[config.mk]
export PLATFORM = sky130hd
export DESIGN_NAME = nor_cmd_seq
export DESIGN_NICKNAME = d
export VERILOG_FILES = /design/src/rtl/nor_seq_pkg.sv /design/src/rtl/nor_seq_timer.sv /design/src/rtl/nor_poll_match.sv /design/src/rtl/nor_cmd_seq.sv
export SDC_FILE = /design/constraint.sdc
export NUM_CORES = 1
export LEC_CHECK = 0
export BUFFER_PORTS_ARGS = -buffer_cell sky130_fd_sc_hd__buf_4
export CORE_MARGIN = 2
export CORE_UTILIZATION = 53
export CTS_CLUSTER_SIZE = 20
export DETAILED_ROUTE_END_ITERATION = 10
export PLACE_DENSITY = 0.81
export SLEW_MARGIN = 20
export SYNTH_ARGS = -nofsm -noshare
export SYNTH_HDL_FRONTEND = slang
export SYNTH_SLANG_ARGS = --single-unit
[constraint.sdc]
create_clock -name clk -period 2.83 [get_ports clk]
set_input_delay 0.566 -clock clk [delete_from_list [all_inputs] [get_ports clk]]
set_output_delay 0.566 -clock clk [all_outputs]
set_load 0.005 [all_outputs]
[src/rtl/nor_seq_pkg.sv]
package nor_seq_pkg;
    localparam int LANE_W   = 16;
    localparam int LANES    = 2;
    localparam int DW       = LANE_W * LANES;
    localparam int FLAG_BIT = 7;

    localparam logic [1:0] OP_IDENT = 2'd0;
    localparam logic [1:0] OP_PROG  = 2'd1;
    localparam logic [1:0] OP_ERASE = 2'd2;

    localparam logic [1:0] RC_OK    = 2'd0;
    localparam logic [1:0] RC_FAIL  = 2'd1;
    localparam logic [1:0] RC_DIRTY = 2'd2;

    localparam logic [7:0] CMD_KEY_A = 8'hAA;
    localparam logic [7:0] CMD_KEY_B = 8'h55;
    localparam logic [7:0] CMD_IDENT = 8'h90;
    localparam logic [7:0] CMD_PROG  = 8'hA0;
    localparam logic [7:0] CMD_ERASE = 8'h80;
    localparam logic [7:0] CMD_SECT  = 8'h30;
    localparam logic [7:0] CMD_RDMD  = 8'hF0;

    localparam int OFS_KEY_A = 'h555;
    localparam int OFS_KEY_B = 'h2AA;

    // copy one command byte into the low byte of every halfword lane
    function automatic logic [DW-1:0] lane_rep(input logic [7:0] b);
        logic [DW-1:0] r;
        r = '0;
        for (int l = 0; l < LANES; l++) r[l*LANE_W +: 8] = b;
        return r;
    endfunction
endpackage

[src/rtl/nor_seq_timer.sv]
module nor_seq_timer #(
    parameter int TW = 8
) (
    input  logic          clk,
    input  logic          rst_n,
    input  logic          load,
    input  logic [TW-1:0] load_val,
    output logic          zero
);
    logic [TW-1:0] cnt_q;

    always_ff @(posedge clk or negedge rst_n) begin
        if (!rst_n)            cnt_q <= '0;
        else if (load)         cnt_q <= load_val;
        else if (cnt_q != '0)  cnt_q <= cnt_q - 1'b1;
    end

    assign zero = (cnt_q == '0);

    // an expired counter stays expired until reloaded
    a_r9_timer_floor: assert property (@(posedge clk) disable iff (!rst_n)
        (cnt_q == '0 && !load) |=> cnt_q == '0);
endmodule

[src/rtl/nor_poll_match.sv]
module nor_poll_match #(
    parameter int LANES = 2
) (
    input  logic [LANES-1:0] rd_flag,
    input  logic [LANES-1:0] ref_flag,
    input  logic             need_set,
    output logic             hit
);
    logic [LANES-1:0] lane_ok;

    for (genvar l = 0; l < LANES; l++) begin : g_lane
        assign lane_ok[l] = need_set ? rd_flag[l] : (rd_flag[l] == ref_flag[l]);
    end

    assign hit = &lane_ok;
endmodule

[src/rtl/nor_cmd_seq.sv]
module nor_cmd_seq
    import nor_seq_pkg::*;
#(
    parameter int AW         = 12,
    parameter int NSECT      = 8,
    parameter int SECT_WORDS = 64,
    parameter int SETTLE_CYC = 100,
    parameter int PROG_TO    = 400,
    parameter int ERASE_TO   = 5000,
    localparam int SXW       = $clog2(NSECT) + 1
) (
    input  logic                  clk,
    input  logic                  rst_n,
    input  logic                  req_valid,
    input  logic [1:0]            req_op,
    input  logic [AW-1:0]         req_addr,
    input  logic [DW-1:0]         req_data,
    input  logic signed [SXW-1:0] req_first,
    input  logic signed [SXW-1:0] req_last,
    input  logic [NSECT-1:0]      protect_mask,
    output logic                  busy,
    output logic                  done,
    output logic [1:0]            status,
    output logic [DW-1:0]         id_manuf,
    output logic [DW-1:0]         id_dev,
    output logic                  bus_req,
    output logic                  bus_we,
    output logic [AW-1:0]         bus_addr,
    output logic [DW-1:0]         bus_wdata,
    input  logic                  bus_ack,
    input  logic [DW-1:0]         bus_rdata
);
    localparam int SIX     = $clog2(NSECT);
    localparam int SECT_SH = $clog2(SECT_WORDS);
    localparam int TMAX    = SETTLE_CYC + PROG_TO + ERASE_TO;
    localparam int TW      = $clog2(TMAX + 1) + 1;

    typedef enum logic [3:0] {
        S_IDLE, S_PCHK, S_UNL_A, S_UNL_B, S_CMD, S_ER_A, S_ER_B, S_SECT,
        S_SETTLE, S_EPOLL, S_PWR, S_PPOLL, S_ID_M, S_ID_D, S_RST, S_DONE
    } state_e;

    state_e         state_q, state_d;
    logic [1:0]     op_q;
    logic [AW-1:0]  addr_q;
    logic [DW-1:0]  data_q;
    logic [SXW-1:0] cur_q, last_q;
    logic [SIX-1:0] lst_er_q;
    logic           any_q;
    logic [NSECT-1:0] prot_q;
    logic [1:0]     status_q;
    logic [DW-1:0]  idm_q, idd_q;

    logic           ack, dirty, cur_past, range_bad, poll_hit, tmr_zero, tmr_load;
    logic [TW-1:0]  tmr_val;
    logic [SIX-1:0] cur_idx;
    logic [LANES-1:0] rd_flag, ref_flag;

    assign ack       = bus_req && bus_ack;
    assign dirty     = (bus_rdata & data_q) != data_q;
    assign cur_past  = cur_q > last_q;
    assign cur_idx   = cur_q[SIX-1:0];
    assign range_bad = (int'(req_first) < 0) || (int'(req_first) > int'(req_last))
                     || (int'(req_last) >= NSECT);

    for (genvar l = 0; l < LANES; l++) begin : g_flag
        assign rd_flag[l]  = bus_rdata[l*LANE_W + FLAG_BIT];
        assign ref_flag[l] = data_q[l*LANE_W + FLAG_BIT];
    end

    nor_poll_match #(.LANES(LANES)) u_match (
        .rd_flag (rd_flag),
        .ref_flag(ref_flag),
        .need_set(state_q == S_EPOLL),
        .hit     (poll_hit)
    );

    nor_seq_timer #(.TW(TW)) u_timer (
        .clk     (clk),
        .rst_n   (rst_n),
        .load    (tmr_load),
        .load_val(tmr_val),
        .zero    (tmr_zero)
    );

    // next state and timer loads
    always_comb begin
        state_d  = state_q;
        tmr_load = 1'b0;
        tmr_val  = '0;
        unique case (state_q)
            S_IDLE: if (req_valid) begin
                if (req_op == OP_PROG)                     state_d = S_PCHK;
                else if (req_op == OP_IDENT)               state_d = S_UNL_A;
                else if (req_op == OP_ERASE && !range_bad) state_d = S_UNL_A;
                else                                       state_d = S_DONE;
            end
            S_PCHK:  if (ack) state_d = dirty ? S_DONE : S_UNL_A;
            S_UNL_A: if (ack) state_d = S_UNL_B;
            S_UNL_B: if (ack) state_d = S_CMD;
            S_CMD:   if (ack) begin
                if (op_q == OP_ERASE)     state_d = S_ER_A;
                else if (op_q == OP_PROG) state_d = S_PWR;
                else                      state_d = S_ID_M;
            end
            S_ER_A:  if (ack) state_d = S_ER_B;
            S_ER_B:  if (ack) state_d = S_SECT;
            S_SECT:  if (cur_past) begin
                if (any_q) begin
                    state_d  = S_SETTLE;
                    tmr_load = 1'b1;
                    tmr_val  = TW'(SETTLE_CYC);
                end else begin
                    state_d  = S_RST;
                end
            end
            S_SETTLE: if (tmr_zero) begin
                state_d  = S_EPOLL;
                tmr_load = 1'b1;
                tmr_val  = TW'(ERASE_TO);
            end
            S_EPOLL: if (ack) begin
                if (poll_hit)      state_d = S_RST;
                else if (tmr_zero) state_d = S_DONE;
            end
            S_PWR: if (ack) begin
                state_d  = S_PPOLL;
                tmr_load = 1'b1;
                tmr_val  = TW'(PROG_TO);
            end
            S_PPOLL: if (ack && (poll_hit || tmr_zero)) state_d = S_DONE;
            S_ID_M:  if (ack) state_d = S_ID_D;
            S_ID_D:  if (ack) state_d = S_DONE;
            S_RST:   if (ack) state_d = S_DONE;
            S_DONE:  state_d = S_IDLE;
            default: state_d = S_IDLE;
        endcase
    end

    // state register and captured request
    always_ff @(posedge clk or negedge rst_n) begin
        if (!rst_n) begin
            state_q  <= S_IDLE;
            op_q     <= OP_IDENT;
            addr_q   <= '0;
            data_q   <= '0;
            cur_q    <= '0;
            last_q   <= '0;
            lst_er_q <= '0;
            any_q    <= 1'b0;
            prot_q   <= '0;
            status_q <= RC_OK;
            idm_q    <= '0;
            idd_q    <= '0;
        end else begin
            state_q <= state_d;
            unique case (state_q)
                S_IDLE: if (req_valid) begin
                    op_q     <= req_op;
                    addr_q   <= req_addr;
                    data_q   <= req_data;
                    cur_q    <= req_first;
                    last_q   <= req_last;
                    any_q    <= 1'b0;
                    prot_q   <= protect_mask;
                    status_q <= ((req_op == OP_ERASE && range_bad) || req_op == 2'd3)
                                ? RC_FAIL : RC_OK;
                end
                S_PCHK: if (ack && dirty) status_q <= RC_DIRTY;
                S_SECT: if (!cur_past && (prot_q[cur_idx] || ack)) begin
                    cur_q <= cur_q + 1'b1;
                    if (!prot_q[cur_idx]) begin
                        lst_er_q <= cur_idx;
                        any_q    <= 1'b1;
                    end
                end
                S_EPOLL, S_PPOLL: if (ack && !poll_hit && tmr_zero) status_q <= RC_FAIL;
                S_ID_M: if (ack) idm_q <= bus_rdata;
                S_ID_D: if (ack) idd_q <= bus_rdata;
                default: ;
            endcase
        end
    end

    // bus and handshake outputs
    always_comb begin
        bus_req   = 1'b0;
        bus_we    = 1'b0;
        bus_addr  = '0;
        bus_wdata = '0;
        unique case (state_q)
            S_PCHK, S_PPOLL: begin
                bus_req  = 1'b1;
                bus_addr = addr_q;
            end
            S_UNL_A, S_ER_A: begin
                bus_req = 1'b1; bus_we = 1'b1;
                bus_addr = AW'(OFS_KEY_A); bus_wdata = lane_rep(CMD_KEY_A);
            end
            S_UNL_B, S_ER_B: begin
                bus_req = 1'b1; bus_we = 1'b1;
                bus_addr = AW'(OFS_KEY_B); bus_wdata = lane_rep(CMD_KEY_B);
            end
            S_CMD: begin
                bus_req = 1'b1; bus_we = 1'b1; bus_addr = AW'(OFS_KEY_A);
                bus_wdata = lane_rep((op_q == OP_ERASE) ? CMD_ERASE :
                                     (op_q == OP_PROG)  ? CMD_PROG  : CMD_IDENT);
            end
            S_SECT: if (!cur_past && !prot_q[cur_idx]) begin
                bus_req = 1'b1; bus_we = 1'b1;
                bus_addr  = {{(AW-SIX){1'b0}}, cur_idx} << SECT_SH;
                bus_wdata = lane_rep(CMD_SECT);
            end
            S_EPOLL: begin
                bus_req  = 1'b1;
                bus_addr = {{(AW-SIX){1'b0}}, lst_er_q} << SECT_SH;
            end
            S_PWR: begin
                bus_req = 1'b1; bus_we = 1'b1;
                bus_addr = addr_q; bus_wdata = data_q;
            end
            S_ID_M: bus_req = 1'b1;
            S_ID_D: begin
                bus_req  = 1'b1;
                bus_addr = AW'(1);
            end
            S_RST: begin
                bus_req = 1'b1; bus_we = 1'b1;
                bus_wdata = lane_rep(CMD_RDMD);
            end
            S_IDLE, S_SETTLE, S_DONE: ;
            default: ;
        endcase
    end

    assign busy     = (state_q != S_IDLE) && (state_q != S_DONE);
    assign done     = (state_q == S_DONE);
    assign status   = status_q;
    assign id_manuf = idm_q;
    assign id_dev   = idd_q;

    // request and its payload hold until acknowledged
    a_r14_hold_req: assert property (@(posedge clk) disable iff (!rst_n)
        (bus_req && !bus_ack) |=> (bus_req && $stable(bus_we) && $stable(bus_addr)
                                   && $stable(bus_wdata)));
    // no bus traffic while not busy; done is a single pulse
    a_r13_idle_quiet: assert property (@(posedge clk) disable iff (!rst_n)
        !busy |-> !bus_req);
    a_r13_done_pulse: assert property (@(posedge clk) disable iff (!rst_n)
        done |=> !done);
    // command writes carry identical lanes
    a_r2_lane_copy: assert property (@(posedge clk) disable iff (!rst_n)
        (bus_req && bus_we && state_q != S_PWR)
        |-> bus_wdata[2*LANE_W-1:LANE_W] == bus_wdata[LANE_W-1:0]);
    // a sector write never targets a protected sector
    a_r8_skip_protected: assert property (@(posedge clk) disable iff (!rst_n)
        (state_q == S_SECT && bus_req) |-> !prot_q[bus_addr[SECT_SH +: SIX]]);
    // a dirty destination ends the program with code 2 and no write
    a_r5_dirty_stop: assert property (@(posedge clk) disable iff (!rst_n)
        (state_q == S_PCHK && bus_ack && dirty) |=> (done && status == RC_DIRTY && !bus_req));
endmodule

==> summary.txt <==
Synthesis
  – Unique masters post-synth: 53
  – Ys Warns: 0
  – Number of enable flip-flop cells after synthesis: 0
  – Syn Nets: 809
  – Register area share after synthesis: 49.6%
  – Mapped Area: 0.00756 mm^2
  – Cells after Synth: 696
  – Post-synthesis average cell area: 10.9 um^2
  – FFs w/ async S/R, synth: 100%
  – Post-synthesis sequential element count: 150
  – Top_reg_cell synth: dfrtp_1

Setup path
  – Worst r2r dst: any_q$_DFFE_PN0P_
  – Crit Path Class: reg -> out
  – CP Depth: 8
  – CP top delay family: compound AO/OA/AOI/OAI gates
  – Crit path buf inv count: 1
  – CP Max Fanout: 5
  – Critical path launch point type: register
  – Worst Reg-to-Reg Cells: 9
  – Critical Path Slowest Stage Cell: dfrtp_2
  – Worst-path cell chain: ha_1 -> nand2_2 -> o22a_1 -> and2_4 -> nand2b_4 -> o221ai_4 -> a21o_1 -> buf_4
  – Worst endpoint required time: 2.26 ns
  – Reg2reg setup slack: 0.26 ns
  – RR Startpoint: cur_q[1]$_DFFE_PN0P_
  – Critical Path Max Stage Delay: 0.45 ns
  – CP endpoint kind: output pin
  – Critical Path AT: 2.32 ns

Final layout
  – Layout cell share with drive strength beyond 1: 37.0%
  – Final Core Density: 73.9%
  – Fin area: 0.0103 mm^2
  – ANT cells: 0
  – Layout Cells excl Fill: 1119
  – Area of the multi-input gates: 0.00359 mm^2
  – # fillers: 902
  – Final nets: 1041
  – Area growth, synth to finish: 36.0%
  – Reg area: 0.00376 mm^2

Floorplanning
  – Die Wd: 123 um
  – Die Footprint: 0.0152 mm^2
  – Starting Density: 54.3%
  – Io pins: 212
  – FP Rows: 43
  – Die height: 123 um
  – Core area: 0.0139 mm^2

STA
  – Worst Setup Slack, final: -0.0519 ns
  – Unrepaired setup endpoints after global routing: true
  – Setup-failing EPs final: 4
  – Period utilization: 102%
  – Max-slew violation count: 0
  – Slew HR: 55.4%
  – Least-Margin Pin Slew: 0.665 ns
  – Max Freq: 0.347 GHz
  – Worst hold slack: 0.0654 ns
  – Final setup skew: 0.00686 ns
  – Clock period minus worst slack: 2.88 ns
  – Hold Vio Cnt, Final: 0

Routing
  – Post-route DRC: 0
  – Antenna Nets Post-Route: 0
  – DRT iter0 DRCs: 608
  – Via density per instance: 5.87
  – First-pass DRT Iterations: 6
  – Routed wire per std cell: 20.4 um
  – Final WL: 22800 um
  – Vias: 6565

Global route
  – Vias in the first global route: 6787
  – GRT Residual Overflow: 0
  – Total global-route track usage: 31.1%
  – Initial antenna violation count: 0
  – Largest net degree at the start of global routing: 80
  – Global-route wire length before repair: 35500 um

Clock network
  – CTS Hold Bufs: 0
  – Clk sinks: 150
  – Clk_lat worst skew: 0.42 ns
  – Clock Pin Slew Worst Setup and Hold Paths: 0.06 ns
  – Buffer depth of the longest clock path: 2
  – H-tree levels: 4
  – CTS tree: built
  – Clock root buffer master: clkbuf_16
  – Total CTS buffers: 17

Power
  – Power Dens Cells: 1190 mW/mm^2
  – Peak supply drop: 723 uV
  – Leak pwr: 5.00 nW

Placed design
  – Placed cell count: 1081
  – Dpl ws: 0.103 ns
  – IO Port Bufs: 211
  – GPL Wtd Cong: 0.890
  – Hpwl dp: 16300 um
  – Dpl cell area: 0.00952 mm^2

Outcome
  – Failing checks: negative setup slack
  – Status: finished, violations left

Hold path
  – HP Class: in -> async

Job
  – Max_cap viols: 0
[logic make-up after synthesis]
kind of cell / share of synthesized area [%]
flops: 49.6
simple gates: 10.4
xor+xnor: 1.62
buf+inv: 4.22
fa+ha+maj: 2.48
mux: 19.5
compound gates: 12.2
[what timing repair did]
| item | in CTS | in global routing |
|---|---|---|
| gates resized for setup | 15 | 7 |
| buffers inserted | 8 | 0 |
| setup endpoints to repair | 10 | 22 |
| pin swaps | 6 | 2 |
[cell type report]
| type | count | area share, % |
|---|---|---|
| Sequential cell | 150 | 36.5 |
| Clock buffer | 23 | 4.64 |
| Clock inverter | 7 | 1.41 |
| Timing Repair Buffer | 251 | 18.7 |
| Multi-Input combinational cell | 463 | 34.8 |
| Tap cell | 180 | 2.19 |
| Inverter | 45 | 1.64 |
[synth_stat cells (all sizes together), types with 10 or more instances]
library cell,n,share of area [%]
o22ai,21,1.7
xnor2,10,1.2
nand2,38,1.9
ha,15,2.5
nor2,38,1.9
clkbuf,32,1.6
nor2b,10,0.83
o21ai,32,2.1
dfrtp,150,50
nor3,20,1.3
inv,45,2.2
mux2,124,18
a21o,15,1.5
nand3,12,0.79
nand2b,15,1.2
a21oi,42,2.8
[flip-flops by register name (all words and copies together), names as in the netlist, 8 cells and up]
signal         flops
addr_q            12
data_q            32
id_dev            32
id_manuf          32
prot_q             8
u_timer.cnt_q     14
[per-layer routing]
metal | vias to the layer above | GRT usage [%] | part of all wire [%]
li1 | 2936 | - | -
met3 | 66 | 8.67 | 8.1
met5 | - | 0 | 0
met2 | 316 | 49.6 | 49
met1 | 3247 | 40.2 | 39
met4 | 0 | 12.6 | 3.1
[worst max path at each step]
| stage | to | from |
|---|---|---|
| 5_1_grt | bus_wdata[20] | cur_q[1]$_DFFE_PN0P_ |
| 4_1_cts | bus_addr[7] | cur_q[1]$_DFFE_PN0P_ |
| 3_5_place_dp | status[0]$_DFFE_PN0P_ | cur_q[1]$_DFFE_PN0P_ |
| 3_3_place_gp | bus_wdata[21] | cur_q[1]$_DFFE_PN0P_ |
| 2_1_floorplan | status[0]$_DFFE_PN0P_ | cur_q[1]$_DFFE_PN0P_ |
| 6_report | bus_wdata[20] | cur_q[1]$_DFFE_PN0P_ |
[per-stage QoR]
stage          power, mW  TNS (ns)
6_report            12.2    -0.134
5_1_grt             12.9    -0.640
4_1_cts             12.1   -0.0160
3_5_place_dp        9.33         0
3_3_place_gp        9.20         0
2_1_floorplan       6.82         0
[where the power goes]
part | total (mW) | switching, mW | internal, mW
clock | 2.42 | 0.879 | 1.54
sequential | 3.98 | 0.795 | 3.19
combinational | 5.80 | 2.75 | 3.05
total | 12.2 | 4.43 | 7.78
[cell usage in the layout, fill, tap and decap left out, drive strengths merged, types with 5 or more instances in the layout]
cell / Yosys / layout
buf: 6 / 251
dfrtp: 150 / 150
mux2: 124 / 124
inv: 45 / 45
a21oi: 42 / 42
nand2: 38 / 38
nor2: 38 / 38
o21ai: 32 / 32
clkbuf: 32 / 23
o22ai: 21 / 21
nor3: 20 / 20
a21o: 15 / 15
ha: 15 / 15
nand2b: 15 / 15
nand3: 12 / 12
nor2b: 10 / 10
xnor2: 10 / 10
nor4: 7 / 7
o22a: 5 / 5
and2: 5 / 5
Note: power is estimated with default switching activity, not from simulation.
